`src/rtl/dsd_decoder.sv`:
```
module dsd_decoder #(
  parameter int AW     = 16,
  parameter int WS_W   = 2,
  parameter int REG_N  = 32,
  parameter int IO_N   = 64,
  parameter int XIO_N  = 160,
  parameter int SRAM_N = 4096,
  parameter int LSRAM_N = 4000
) (
  input  logic          clk,
  input  logic          rst_n,
  input  logic          map_legacy,
  input  logic          ext_en,
  input  logic [WS_W-1:0] wait_cfg,
  input  logic          req_valid,
  input  logic          req_we,
  input  logic [AW-1:0] req_addr,
  output logic [3:0]    sel,
  output logic [AW-1:0] loc_off,
  output logic          ext_rd,
  output logic          ext_wr,
  output logic [AW-1:0] ext_addr,
  output logic          ready,
  output logic          err
);
  localparam int CW       = WS_W + 1;
  localparam int IO_BASE  = REG_N;
  localparam int XIO_BASE = REG_N + IO_N;
  localparam int N_SBASE  = XIO_BASE + XIO_N;
  localparam int N_END    = N_SBASE + SRAM_N;
  localparam int L_SBASE  = XIO_BASE;
  localparam int L_END    = L_SBASE + LSRAM_N;

  logic [AW-1:0] sbase, send, base;
  logic is_reg, is_io, is_xio, is_sram, is_ext, ext_go;
  logic [CW-1:0] cnt;
  logic last;

  assign sbase   = map_legacy ? AW'(L_SBASE) : AW'(N_SBASE);
  assign send    = map_legacy ? AW'(L_END)   : AW'(N_END);
  assign is_reg  = req_addr < AW'(IO_BASE);
  assign is_io   = !is_reg && req_addr < AW'(XIO_BASE);
  assign is_xio  = !map_legacy && req_addr >= AW'(XIO_BASE) && req_addr < AW'(N_SBASE);
  assign is_sram = req_addr >= sbase && req_addr < send;
  assign is_ext  = req_addr >= send;

  always_comb begin
    base = '0;
    if (is_io)   base = AW'(IO_BASE);
    if (is_xio)  base = AW'(XIO_BASE);
    if (is_sram) base = sbase;
  end

  assign loc_off = req_addr - base;
  assign sel     = req_valid ? {is_sram, is_xio, is_io, is_reg} : 4'b0;

  assign ext_go   = req_valid && is_ext && ext_en;
  assign err      = req_valid && is_ext && !ext_en;
  assign ext_rd   = ext_go && !req_we;
  assign ext_wr   = ext_go && req_we;
  assign ext_addr = ext_go ? req_addr : '0;
  assign last     = cnt == CW'(wait_cfg) + CW'(1);
  assign ready    = req_valid && (!is_ext || !ext_en || last);

  always_ff @(posedge clk or negedge rst_n)
    if (!rst_n)                cnt <= '0;
    else if (ext_go && !last)  cnt <= cnt + CW'(1);
    else                       cnt <= '0;
endmodule


```
`config.mk`:
```
export PLATFORM = sky130hd
export DESIGN_NAME = dsd_decoder
export DESIGN_NICKNAME = d
export VERILOG_FILES = /design/src/rtl/dsd_decoder.sv
export SDC_FILE = /design/constraint.sdc
export NUM_CORES = 1
export LEC_CHECK = 0
export ABC_CLOCK_PERIOD_IN_PS = 4500
export BUFFER_PORTS_ARGS = -buffer_cell sky130_fd_sc_hd__buf_4
export CAP_MARGIN = 20
export CELL_PAD_IN_SITES_DETAIL_PLACEMENT = 1
export CELL_PAD_IN_SITES_GLOBAL_PLACEMENT = 2
export CORE_MARGIN = 3
export CORE_UTILIZATION = 21
export DETAILED_ROUTE_END_ITERATION = 10
export HOLD_SLACK_MARGIN = 0.08
export PLACE_DENSITY = 0.9
export SLEW_MARGIN = 20
export SYNTH_ARGS = -nofsm -noshare
export SYNTH_HDL_FRONTEND = slang
export SYNTH_SLANG_ARGS = --single-unit
```
`constraint.sdc`:
```
create_clock -name clk -period 4.5 [get_ports clk]
set_input_delay 0.225 -clock clk [delete_from_list [all_inputs] [get_ports clk]]
set_output_delay 0.225 -clock clk [all_outputs]
set_load 0.01 [all_outputs]
```
Word-level counts from Yosys, hierarchy flattened
Cells that the tools add are included.
{"block": "op_classes", "n_addsub": 3, "order_cmp": 7, "n_eq_ne": 1, "muxes": 8, "reduce_logical": 19}
{"cell": "$mux 16", "n": 2}
{"cell": "$mux 9", "n": 2}
{"cell": "$ge 16x13->1", "n": 1}
{"cell": "$ge 16x7->1 const B", "n": 1}
{"cell": "$ge 16x9->1", "n": 1}
{"cell": "$lt 16x13->1", "n": 1}
{"cell": "$lt 16x6->1 const B", "n": 1}
{"cell": "$lt 16x7->1 const B", "n": 1}
{"cell": "$lt 16x9->1 const B", "n": 1}
{"cell": "$sub 16x16->16", "n": 1}
{"cell": "$logic_and 1x1->1", "n": 11}
{"cell": "$mux 7", "n": 1}
{"cell": "$logic_not 1->1", "n": 6}
{"cell": "$mux 6", "n": 1}
{"cell": "$mux 4", "n": 1}
{"cell": "$add 2x1->3 const B", "n": 1}
{"cell": "$add 3x1->3 const B", "n": 1}
{"cell": "$eq 3x3->1", "n": 1}
{"cell": "$mux 3", "n": 1}
{"cell": "$logic_or 1x1->1", "n": 2}
{"block": "totals", "reg_bits": 3, "in_bits": 24}

Logic depth before layout (Yosys ltp)
{"block": "depth", "depth_word": 7, "depth_mapped": 14, "mapped_depth_nobuf": 13}

Worst setup path after synthesis
No wires, ideal clock.
{"block": "synth_timing", "kind": "input -> output", "from": "input port map_legacy", "to": "output port loc_off[15]", "arrival_ns": 2.769, "path_slack_ns": 1.506, "cell_stages": 13, "n_path_buf": 0, "path_cell_list": "inv_1 -> ha_1 -> or4b_1 -> a21o_1 -> a31oi_4 -> mux2_2 -> ha_1 -> inv_1 -> fa_1 -> o21ai_0 -> nand2b_1 -> nor4_1 -> xor2_1"}
{"block": "synth_between", "elab_chain_len": 6, "word_cells_on_any_way": 11, "cone_classes": "add/sub: 1; order compare: 2; mux: 4; reduce/logical: 4"}
{"element": "start: declaration", "line": "12", "source": "input logic map_legacy,"}
{"element": "parallel branches: the longest is 4 deep, another holds $ge 16x9->1"}
{"element": "$mux 16 (*)", "line": "51", "source": "if (is_sram) base = sbase;"}
{"element": "$sub 16x16->16 (*)", "line": "54", "source": "assign loc_off = req_addr - base;"}
{"element": "end: declaration", "line": "19", "source": "output logic [AW-1:0] loc_off,"}
Every way passes the cells marked *.

Worst setup path in the final report
Ends and elaborated chain as after synthesis.

==> flow_metrics.env <==
export IMPL_slew_violations=0
export IMPL_cp_buffers_inverters=4
export IMPL_clock_latency_ns=0.22
export IMPL_cts_buffers=3
export IMPL_h_tree_depth=1
export IMPL_portBuffers=63
export IMPL_hold_class="input port to asynchronous set/reset pin"
export IMPL_max_stage_delay_ns=0.41
export IMPL_fill_cells=468
export IMPL_max_freq_mhz=277
export IMPL_die_w_um=70.1
export IMPL_ant_nets=0
export IMPL_ys_ff_latch=3
export IMPL_regMostFlops="cnt"
export IMPL_dp_hpwl_um=2620
export IMPL_grt_setup_unrepaired="no"
export IMPL_synth_area_top_cells="and3_1 14%, ha_1 13%, xor2_1 9.1%"
export IMPL_critPathRequiredTime_ns=4.28
export IMPL_cts_hold_repair_buffers=1
export IMPL_final_setup_worst_slack_ns=0.892
export IMPL_grt_max_degree=21
export IMPL_start_kind="input port"
export IMPL_gp_congestion=0.890
export IMPL_dr_pass1_iters=3
export IMPL_postSynth_asyncResetShare_pct=100
export IMPL_wl_um=3110
export IMPL_status="completed"
export IMPL_vdd_ir_drop_max_uv=54.8
export IMPL_top_regs="cnt x3"
export IMPL_vias=995
export IMPL_largest_reg_flops=3
export IMPL_syn_cell_area_sq_um=862
export IMPL_path_class="input port to output pin"
export IMPL_syn_nets=144
export IMPL_postCtsSetupBuffers=0
export IMPL_viasPerCell=4.63
export IMPL_diodes=0
export IMPL_cts_sinks=3
export IMPL_final_cell_mix="63 x buf_4, 19 x and3_1, 9 x xor2_1, 9 x ha_1, 8 x nor3_1"
export IMPL_clock_skew_ns=0.00409
export IMPL_slew_headroom_pct=64.5
export IMPL_drive_gt1_share_pct=41.3
export IMPL_setup_violations=0
export IMPL_nNetsFinal=202
export IMPL_tns_ns=0
export IMPL_cts_tree="yes"
export IMPL_seq_area_frac_synth_pct=8.71
export IMPL_critPathMaxFanout=7
export IMPL_tightest_slew_ns=0.533
export IMPL_slowest_stage="nor4b_1"
export IMPL_mostFrequentLayoutCell="buf_4"
export IMPL_start_util_pct=22.7
export IMPL_yosysWarnings=0
export IMPL_place_inst=210
export IMPL_worstPathArrival_ns=3.38
export IMPL_p_leak_nw=0.744
export IMPL_synth_top_cell_by_area="and3_1"
export IMPL_root_buffer="clkbuf_8"
export IMPL_die_area_sq_um=4910
export IMPL_hold_violations=0
export IMPL_cts_clk_slew_worst_paths_ns=0.03
export IMPL_max_cap_violations=0
export IMPL_rows=22
export IMPL_place_worst_setup_slack_ns=0.852
export IMPL_synthCells=110
export IMPL_cts_resized=0
export IMPL_track_usage_pct=12.3
export IMPL_critPathTopFamily="simple AND/OR/NAND/NOR gates"
export IMPL_die_h_um=70.1
export IMPL_multi_input_area_sq_um=689
export IMPL_drc=0
export IMPL_fin_crit_ns=3.61
export IMPL_crit_chain="buf_4 > inv_1 > ha_1 > nor4b_1 > nand4_1 > a31oi_4 > mux2_2 > ha_1 > inv_1 > fa_1 > o21ai_0 > nand2b_1 > nor4_1 > xor2_1 > buf_4"
export IMPL_ff_latch_area_sq_um=75.1
export IMPL_syn_area_per_cell_sq_um=7.84
export IMPL_ys_types=35
export IMPL_ys_flop_type="dfrtp_1"
export IMPL_grt_overflow_total=0
export IMPL_num_io_pins=64
export IMPL_drt_iter0_markers=22
export IMPL_area_growth_pct=59.5
export IMPL_wl_per_cell_um=14.4
export IMPL_pwr_density_cell_nw_per_um2=158
export IMPL_clockBufferDepth=2
export IMPL_stdcell_count=215
export IMPL_cp_end_kind="output pin"
export IMPL_core_sq_um=3800
export IMPL_netlist_area_leader_share_pct=13.8
export IMPL_grt_first_pass_wirelength_um=4970
export IMPL_first_global_vias=1051
export IMPL_synth_edff_count=0
export IMPL_antenna_found_initial=0
export IMPL_fin_crit_sh_pct=80.2
[per-stage QoR]
stage / power (mW) / utilization, % / cell area [sq um] / hold WS [ns]
2_1_floorplan: 0.0835 / - / 862 / -0.0706
3_3_place_gp: 0.136 / 34.7 / 1320 / 0.0145
3_5_place_dp: 0.139 / 34.7 / 1320 / 0.0171
4_1_cts: 0.222 / 36.2 / 1380 / 0.360
5_1_grt: 0.234 / 36.2 / 1380 / 0.357
6_report: 0.218 / 36.2 / 1380 / 0.337
[cell type report]
type | instances | share of cell area (%)
Multi-Input combinational cell | 90 | 50.1
Timing Repair Buffer | 64 | 35.1
Sequential cell | 3 | 5.46
Tap cell | 48 | 4.37
Clock buffer | 4 | 3.28
Inverter | 6 | 1.64
[metal layers]
metal	vias up	GRT usage (%)	wire length, um
li1	505	-	-
met1	453	14.1	1260
met2	35	22.8	1660
met3	2	1.58	167
met4	0	5.11	21
met5	-	0	0
[worst paths after layout]
check                         endpoint  slack, ns        from  cells past startpoint
max                        loc_off[15]       0.89  map_legacy                     15
min                             cnt[0]       0.34       rst_n                      2
max reg2reg                     cnt[1]       3.14      cnt[0]                      4
min reg2reg                     cnt[0]       0.51      cnt[0]                      1
max in group asynchronous       cnt[1]       4.06       rst_n                      2
min in group clk                cnt[0]       0.43      ext_en                      3
[power by group]
part	internal (mW)	switching (mW)	leakage, nW
sequential	0.0281	0.000943	0.0411
combinational	0.0553	0.0541	0.680
clock	0.0605	0.0187	0.0228
[cells by family after synthesis]
| group | Yosys count | synth area share, % |
|---|---|---|
| fa+ha+maj | 10 | 15.4 |
| xor+xnor | 13 | 13.2 |
| mux | 2 | 2.47 |
| flops | 3 | 8.71 |
| simple gates | 56 | 39.9 |
| compound gates | 9 | 9.00 |
| buf+inv | 17 | 11.3 |
[synthesized netlist by cell type (2+ instances only)]
cell type   n
o21a_1      2
nor4_1      3
o31ai_1     2
nor2_1      6
nand2_1     2
buf_6       2
ha_1        9
and3_1     19
clkbuf_1    4
nor2b_1     3
xnor2_1     4
nor3b_1     4
buf_4       5
xor2_1      9
dfrtp_1     3
or3_1       2
nor3_1      8
inv_1       6
(Power assumes the default switching activity.)
